### config.mk
export PLATFORM = sky130hd
export DESIGN_NAME = sysport_bank
export DESIGN_NICKNAME = d
export VERILOG_FILES = /design/src/rtl/sysport_pkg.sv /design/src/rtl/sysport_decode.sv /design/src/rtl/sysport_regs.sv /design/src/rtl/sysport_rdmux.sv /design/src/rtl/sysport_bank.sv
export SDC_FILE = /design/constraint.sdc
export NUM_CORES = 1
export LEC_CHECK = 0
export BUFFER_PORTS_ARGS = -buffer_cell sky130_fd_sc_hd__buf_4
export CORE_MARGIN = 3
export CORE_UTILIZATION = 35
export CTS_CLUSTER_SIZE = 8
export DETAILED_ROUTE_END_ITERATION = 8
export GPL_ROUTABILITY_DRIVEN = 0
export SYNTH_ARGS = -nofsm -noshare
export SYNTH_HDL_FRONTEND = slang
export SYNTH_HIERARCHICAL = 1
export SYNTH_SLANG_ARGS = --single-unit
### constraint.sdc
create_clock -name clk -period 8.75 [get_ports clk]
set_input_delay 0.875 -clock clk [delete_from_list [all_inputs] [get_ports clk]]
set_output_delay 0.875 -clock clk [all_outputs]
set_load 0.01 [all_outputs]
### src/rtl/sysport_pkg.sv
package sysport_pkg;
  typedef enum logic [3:0] {
    P_NONE,
    P_SPECIAL,
    P_ID_CFG,
    P_ID_FEAT,
    P_ID_STAT,
    P_LAMP,
    P_EQUIP,
    P_LOCK1,
    P_LOCK2,
    P_KEY,
    P_SYSCTL,
    P_CACHE,
    P_MAP,
    P_SCRATCH
  } port_e;

  localparam logic [7:0] ID_CFG_VAL   = 8'hEF;
  localparam logic [7:0] ID_FEAT_VAL  = 8'hAD;
  localparam logic [7:0] ID_STAT_VAL  = 8'hE0;
  localparam logic [7:0] EQUIP_VAL    = 8'h3C;
  localparam logic [7:0] EXTFEAT_VAL  = 8'h39;
  localparam logic [7:0] KEY_VAL      = 8'h00;
  localparam logic [7:0] CACHE_VAL    = 8'h03;
  localparam logic [7:0] SPECIAL_RVAL = 8'h00;
  localparam logic [7:0] UNMAPPED_VAL = 8'hFF;
endpackage

### src/rtl/sysport_decode.sv
module sysport_decode
  import sysport_pkg::*;
#(
  parameter int unsigned ADDR_W       = 16,
  parameter int unsigned SPECIAL_ADDR = 'h092,
  parameter int unsigned WIN_BASE     = 'h800,
  parameter int unsigned WIN_SIZE     = 'h52,
  parameter int unsigned SCR_BASE     = 'h398,
  parameter int unsigned SCR_N        = 2,
  localparam int unsigned SCR_IW      = (SCR_N > 1) ? $clog2(SCR_N) : 1
) (
  input  logic [ADDR_W-1:0] addr,
  output port_e             sel,
  output logic [SCR_IW-1:0] scr_idx
);
  logic [ADDR_W-1:0] win_off;
  logic [ADDR_W-1:0] scr_off;

  assign win_off = addr - ADDR_W'(WIN_BASE);
  assign scr_off = addr - ADDR_W'(SCR_BASE);
  assign scr_idx = scr_off[SCR_IW-1:0];

  always_comb begin
    sel = P_NONE;
    if (addr == ADDR_W'(SPECIAL_ADDR)) begin
      sel = P_SPECIAL;
    end else if (scr_off < ADDR_W'(SCR_N)) begin
      sel = P_SCRATCH;
    end else if (win_off < ADDR_W'(WIN_SIZE)) begin
      case (win_off)
        ADDR_W'('h00): sel = P_ID_CFG;
        ADDR_W'('h02): sel = P_ID_FEAT;
        ADDR_W'('h03): sel = P_ID_STAT;
        ADDR_W'('h08): sel = P_LAMP;
        ADDR_W'('h0C): sel = P_EQUIP;
        ADDR_W'('h10): sel = P_LOCK1;
        ADDR_W'('h12): sel = P_LOCK2;
        ADDR_W'('h18): sel = P_KEY;
        ADDR_W'('h1C): sel = P_SYSCTL;
        ADDR_W'('h23): sel = P_CACHE;
        ADDR_W'('h50): sel = P_MAP;
        default:       sel = P_NONE;
      endcase
    end
  end
endmodule

### src/rtl/sysport_regs.sv
module sysport_regs
  import sysport_pkg::*;
#(
  parameter int unsigned DATA_W = 8,
  parameter int unsigned SC_W   = 4,
  parameter int unsigned SCR_N  = 2,
  localparam int unsigned SCR_IW = (SCR_N > 1) ? $clog2(SCR_N) : 1
) (
  input  logic                    clk,
  input  logic                    rst,
  input  logic                    wr_en,
  input  port_e                   sel,
  input  logic [SCR_IW-1:0]       scr_idx,
  input  logic [DATA_W-1:0]       wdata,
  output logic                    reset_req,
  output logic                    le_mode,
  output logic                    lamp_on,
  output logic [SC_W-1:0]         sys_ctl,
  output logic                    map_sel,
  output logic                    lock_a,
  output logic                    lock_b,
  output logic [SCR_N*DATA_W-1:0] scr_flat
);
  always_ff @(posedge clk) begin
    if (rst) begin
      reset_req <= 1'b0;
      le_mode   <= 1'b0;
      lamp_on   <= 1'b0;
      sys_ctl   <= '0;
      map_sel   <= 1'b0;
      lock_a    <= 1'b0;
      lock_b    <= 1'b0;
    end else begin
      lock_a <= wr_en && (sel == P_LOCK1);
      lock_b <= wr_en && (sel == P_LOCK2);
      if (wr_en) begin
        case (sel)
          P_SPECIAL: begin
            reset_req <= wdata[0];
            le_mode   <= wdata[1];
          end
          P_LAMP:   lamp_on <= wdata[0];
          P_SYSCTL: sys_ctl <= wdata[SC_W-1:0];
          P_MAP:    map_sel <= wdata[0];
          default: ;
        endcase
      end
    end
  end

  for (genvar g = 0; g < SCR_N; g++) begin : g_scr
    logic [DATA_W-1:0] val;
    always_ff @(posedge clk) begin
      if (rst) val <= '0;
      else if (wr_en && sel == P_SCRATCH && scr_idx == SCR_IW'(g)) val <= wdata;
    end
    assign scr_flat[g*DATA_W +: DATA_W] = val;
  end

  p_lock_a_cause_r4: assert property (@(posedge clk) disable iff (rst)
    lock_a |-> $past(wr_en && sel == P_LOCK1));
  p_lock_b_cause_r4: assert property (@(posedge clk) disable iff (rst)
    lock_b |-> $past(wr_en && sel == P_LOCK2));
  p_reset_hold_r2: assert property (@(posedge clk) disable iff (rst)
    !(wr_en && sel == P_SPECIAL) |=> $stable(reset_req) && $stable(le_mode));
  p_lamp_hold_r3: assert property (@(posedge clk) disable iff (rst)
    !(wr_en && sel == P_LAMP) |=> $stable(lamp_on));
  p_map_hold_r6: assert property (@(posedge clk) disable iff (rst)
    !(wr_en && sel == P_MAP) |=> $stable(map_sel));
endmodule

### src/rtl/sysport_rdmux.sv
module sysport_rdmux
  import sysport_pkg::*;
#(
  parameter int unsigned DATA_W = 8,
  parameter int unsigned SC_W   = 4,
  parameter int unsigned SCR_N  = 2,
  localparam int unsigned SCR_IW = (SCR_N > 1) ? $clog2(SCR_N) : 1
) (
  input  logic                    clk,
  input  logic                    rst,
  input  logic                    rd_en,
  input  port_e                   sel,
  input  logic [SCR_IW-1:0]       scr_idx,
  input  logic [SC_W-1:0]         sys_ctl,
  input  logic                    map_sel,
  input  logic [SCR_N*DATA_W-1:0] scr_flat,
  output logic                    rd_valid,
  output logic [DATA_W-1:0]       rd_data
);
  logic [DATA_W-1:0] rd_next;

  always_comb begin
    case (sel)
      P_SPECIAL: rd_next = DATA_W'(SPECIAL_RVAL);
      P_ID_CFG:  rd_next = DATA_W'(ID_CFG_VAL);
      P_ID_FEAT: rd_next = DATA_W'(ID_FEAT_VAL);
      P_ID_STAT: rd_next = DATA_W'(ID_STAT_VAL);
      P_EQUIP:   rd_next = DATA_W'(EQUIP_VAL);
      P_LOCK1:   rd_next = DATA_W'(EXTFEAT_VAL);
      P_KEY:     rd_next = DATA_W'(KEY_VAL);
      P_CACHE:   rd_next = DATA_W'(CACHE_VAL);
      P_SYSCTL:  rd_next = DATA_W'(sys_ctl);
      P_MAP:     rd_next = DATA_W'(map_sel);
      P_SCRATCH: rd_next = scr_flat[scr_idx*DATA_W +: DATA_W];
      default:   rd_next = DATA_W'(UNMAPPED_VAL);
    endcase
  end

  always_ff @(posedge clk) begin
    if (rst) begin
      rd_valid <= 1'b0;
      rd_data  <= '0;
    end else begin
      rd_valid <= rd_en;
      rd_data  <= rd_en ? rd_next : '0;
    end
  end

  p_unmapped_ff_r8: assert property (@(posedge clk) disable iff (rst)
    (rd_en && sel == P_NONE) |=> rd_data == DATA_W'(UNMAPPED_VAL));
  p_sysctl_upper_zero_r5: assert property (@(posedge clk) disable iff (rst)
    (rd_en && sel == P_SYSCTL) |=> rd_data[DATA_W-1:SC_W] == '0);
  p_special_zero_r2: assert property (@(posedge clk) disable iff (rst)
    (rd_en && sel == P_SPECIAL) |=> rd_data == '0);
  p_idle_zero_r10: assert property (@(posedge clk) disable iff (rst)
    !rd_valid |-> rd_data == '0);
endmodule

### src/rtl/sysport_bank.sv
module sysport_bank
  import sysport_pkg::*;
#(
  parameter int unsigned ADDR_W       = 16,
  parameter int unsigned DATA_W       = 8,
  parameter int unsigned SC_W         = 4,
  parameter int unsigned SPECIAL_ADDR = 'h092,
  parameter int unsigned WIN_BASE     = 'h800,
  parameter int unsigned WIN_SIZE     = 'h52,
  parameter int unsigned SCR_BASE     = 'h398,
  parameter int unsigned SCR_N        = 2
) (
  input  logic              clk,
  input  logic              rst,
  input  logic [ADDR_W-1:0] bus_addr,
  input  logic [DATA_W-1:0] bus_wdata,
  input  logic              bus_wr,
  input  logic              bus_rd,
  output logic              rd_valid,
  output logic [DATA_W-1:0] rd_data,
  output logic              reset_req,
  output logic              le_mode,
  output logic              lamp_on,
  output logic [SC_W-1:0]   sys_ctl,
  output logic              map_sel,
  output logic              lock_pulse_a,
  output logic              lock_pulse_b
);
  localparam int unsigned SCR_IW = (SCR_N > 1) ? $clog2(SCR_N) : 1;

  port_e                   sel;
  logic [SCR_IW-1:0]       scr_idx;
  logic [SCR_N*DATA_W-1:0] scr_flat;

  sysport_decode #(
    .ADDR_W(ADDR_W), .SPECIAL_ADDR(SPECIAL_ADDR), .WIN_BASE(WIN_BASE),
    .WIN_SIZE(WIN_SIZE), .SCR_BASE(SCR_BASE), .SCR_N(SCR_N)
  ) dec_i (
    .addr(bus_addr), .sel(sel), .scr_idx(scr_idx)
  );

  sysport_regs #(.DATA_W(DATA_W), .SC_W(SC_W), .SCR_N(SCR_N)) regs_i (
    .clk(clk), .rst(rst), .wr_en(bus_wr), .sel(sel), .scr_idx(scr_idx),
    .wdata(bus_wdata), .reset_req(reset_req), .le_mode(le_mode),
    .lamp_on(lamp_on), .sys_ctl(sys_ctl), .map_sel(map_sel),
    .lock_a(lock_pulse_a), .lock_b(lock_pulse_b), .scr_flat(scr_flat)
  );

  sysport_rdmux #(.DATA_W(DATA_W), .SC_W(SC_W), .SCR_N(SCR_N)) rdmux_i (
    .clk(clk), .rst(rst), .rd_en(bus_rd), .sel(sel), .scr_idx(scr_idx),
    .sys_ctl(sys_ctl), .map_sel(map_sel), .scr_flat(scr_flat),
    .rd_valid(rd_valid), .rd_data(rd_data)
  );

  p_rd_latency_r10: assert property (@(posedge clk) disable iff (rst)
    bus_rd |=> rd_valid);
  p_no_spurious_valid_r10: assert property (@(posedge clk) disable iff (rst)
    !bus_rd |=> !rd_valid);
  p_locks_exclusive_r4: assert property (@(posedge clk) disable iff (rst)
    !(lock_pulse_a && lock_pulse_b));
endmodule

==> results.md <==
- IO Port Bufs: 46
- Minimum period implied by the final worst setup slack: a little over 4 ns
- RSZ-0062 raised after global routing: no
- Row count: 28
- Number of buffers added for setup after CTS: 0
- Count of buffer and inverter cells on the critical path: 1
- Dominant register cell in the synthesized netlist: dfxtp_1
- Startpoint of the worst register-to-register path: regs_i/g_scr[0].val[6]$_SDFFE_PP0P_
- Effective utilization at floorplan: 0.373
- Maximum level of the CTS H-tree: 2
- Post-Route Skew: between 0.004 and 0.005 ns
- Final setup violating endpoints: 0
- Worst Path Max Fanout: 20
- Beginning of the critical path: bus_addr[3]
- Crit path capture type: flip-flop
- Critical Path RT: 8.91 ns
- Most frequent cell after synthesis: nand2b_1
- Setup TNS Final: 0 ns
- Count of clock tree sinks: 35
- Mean Syn Cell Area: 9.10 µm²
- Static Leakage: about 1.1 nW
- Final number of hold-violating endpoints: 0
- Critical Path Slowest Stage Cell: a311o_1
- X dimension of the die: 86.6 µm
- Cell family contributing the most delay on the critical path: simple AND/OR/NAND/NOR gates
- IR Drop Worst-Case VDD: roughly 67 µV
- Most frequent cells after synthesis: nand2b_1 (37), dfxtp_1 (35), mux2i_1 (25)
- Max-capacitance violation count: 0
- Pin slew with the least headroom to its limit: about 0.9 ns
- Die outline area: 7500 µm²
- CTS tree: built
- Max incr delay on CP: a little under 0.8 ns
- Vertical extent of the die: between 80 and 90 µm
- Post-CTS resize count: 0
- Number of distinct standard cells referenced by the synthesized netlist: 53
- Category of the worst setup path launch point: input pin
- 1st-iter DRT viols: ~110
- Count of flip-flops with a built-in enable after synthesis: 0
- Crit path DAT: 4.21 ns
- Ratio of final minimum period to clock period: 0.463
- Synth Net Count: approximately 280
- Detail-routed via count per cell: approximately 5.2
- HPWL after DPL: approximately 3800 µm
- Achievable Freq: 247 MHz
- Pin count of the biggest net entering global routing: 36
- Launch instance of the worst min-delay path: regs_i/g_scr[1].val[1]$_SDFFE_PP0P_
- Type of the tightest min-delay check: reg2reg
- Total of hold buffers inserted after clock tree synthesis: 0
- Final Total Pwr: approximately 0.00032 W
- Diodes inserted: 0
- Number of global-route vias before repair: 1776
- Antenna violations before repair: 0
- Clock Latency Late Sink: 0.29 ns
- Number of detailed-routing iterations run before antenna repair: 6
- Multi-input combinational cell area: between 1000 and 1500 µm²
- Flip-flop and latch count after synthesis: 35
- Number of nets in the final layout: about 320
- Synth top area cells: dfxtp_1 (31%), mux2i_1 (11%), nand2b_1 (10%), a2111oi_4 (3.6%), mux2_2 (3.0%)
- Warning count from the yosys run: 6
- Sequential cell area: 701 µm²
- Worst-path cell chain: buf_4 > ha_1 > nor3_1 > mux2i_1 > a21oi_1 > nor4_1 > a311o_1 > nand3b_1 > or3_1 > mux2i_1
- Post-synthesis instance area: between 2000 and 2500 µm²
- Clock tree root buffer cell: clkbuf_8
- Area growth syn-to-layout: 19.0%
- Areal power density over the cells: 118 nW/µm²
- Headroom to the max-slew limit: 0.408
- Wire length after detailed routing: 5240 µm
- Critical setup path kind: in2reg
- # IOs: between 40 and 50
- Share of Yosys cell area claimed by the top area cell type: 0.308
- Tot GR Track Use: 0.143
- Clock Path Buffers: 2
- Asr flop ratio synth: 0
- Vias after detailed routing: ~1900
- Outcome: complete, no violations
- Wire length per cell after detailed routing: 14.5 µm
- Number of nets still failing antenna checks after routing: 0
- Wire length of the first global-routing pass: 8630 µm
- Sequential area share after synthesis: 0.308
- Detailed-route DRC error count: 0
- Most common cell type on the critical path: mux2i_1
- Fillcell total: slightly above 600
- Clock-pin slew on the worst setup and hold paths: approximately 0.07 ns
- Cell type with the highest aggregate area in the netlist: dfxtp_1
- Core ar.: between 6000 and 7000 µm²
- Share of layout cells above drive strength 1: 0.252
- Clock buffers created by TritonCTS: 5
- Final Slew Violations: 0
- Synth Instances: between 200 and 300
- GRT overflow: 0
layout make-up:
class	instances	share of cell area
Multi-Input combinational cell	188	0.532
Sequential cell	35	0.259
Timing Repair Buffer	48	0.133
Tap cell	75	0.0347
Clock buffer	6	0.0268
Inverter	7	0.00971
Clock inverter	2	0.00462
stage by stage:
stage	area (µm²)	setup WS, ns	util	instances	hold slack (ns)
after global placement	2620	4.56	0.430	353	0.457
after CTS	2710	4.67	0.444	361	0.481
after global routing	2710	4.47	0.444	361	0.497
after floorplan	2270	5.32	-	250	0.446
after detailed placement	2620	4.42	0.430	353	0.463
final	2710	4.70	0.444	361	0.477
worst reg2reg max path, cell delays in order, from the launching register on:
cell	delay, ns
dfxtp_1	0.32
mux2_4	0.29
a2111oi_4	0.37
a2111oi_2	0.08
kinds of logic after synthesis:
logic type	count (synthesis)	share of synthesized area
AOI/OAI and AO/OA	45	0.169
xor gates and xnor gates	4	0.0154
adders and majority gates	3	0.0165
buffers and inverters	27	0.0611
DFF	35	0.308
muxes	33	0.153
and+or+nand+nor	103	0.277
report_power, final:
group / switching, W / total (W) / internal, W / leakage (nW)
logic: 0.0000218 / 0.0000427 / 0.0000208 / 0.780
registers: 0.000000489 / 0.000162 / 0.000161 / 0.284
clock network: 0.0000584 / 0.000114 / 0.0000556 / 0.0412
total: 0.0000807 / 0.000319 / 0.000238 / 1.11
placed cells by master (no fill, tap or decap), types with 2 or more instances in the layout:
cell / count
a2111oi_4: 3
a21oi_1: 9
a31oi_1: 3
a41oi_1: 2
and3_1: 2
and3b_1: 2
buf_4: 48
clkbuf_8: 5
dfxtp_1: 35
ha_1: 3
inv_1: 7
mux2_2: 6
mux2_4: 2
mux2i_1: 25
nand2_1: 14
nand2b_1: 37
nand3b_1: 4
nand4_1: 2
nand4b_1: 3
nor2_1: 10
nor2b_1: 7
nor3_1: 6
nor3_2: 2
nor4_1: 3
nor4b_1: 3
o211ai_1: 3
o21ai_0: 4
o21bai_1: 2
o311ai_0: 2
o31ai_1: 3
or3_1: 3
or4_4: 2
xnor2_1: 3
sequential cells by signal (all words and copies together), names as in the netlist:
signal and count:
rdmux_i/rd_data 8, rdmux_i/rd_valid 1, regs_i/g_scr.val 16, regs_i/lamp_on 1, regs_i/le_mode 1, regs_i/lock_a 1, regs_i/lock_b 1, regs_i/map_sel 1
regs_i/reset_req 1, regs_i/sys_ctl 4
final timing paths:
check                                             end  slack (ns)  cells past startpoint
hold / removal    regs_i/g_scr[1].val[1]$_SDFFE_PP0P_        0.48                      2
setup / recovery  regs_i/g_scr[1].val[6]$_SDFFE_PP0P_        4.70                     10
setup reg to reg        rdmux_i/rd_data[6]$_SDFF_PP0_        7.52                      3
hold reg to reg   regs_i/g_scr[1].val[1]$_SDFFE_PP0P_        0.48                      2
routing by layer:
metal  routed length [µm]  up-vias  global-route usage
li1                     -      973                   -
met1                 2560      859               0.195
met2                 2340       50               0.223
met3                  290        6              0.0371
met4                   57        0              0.0425
met5                    0        -                   0
(Power assumes the default switching activity.)
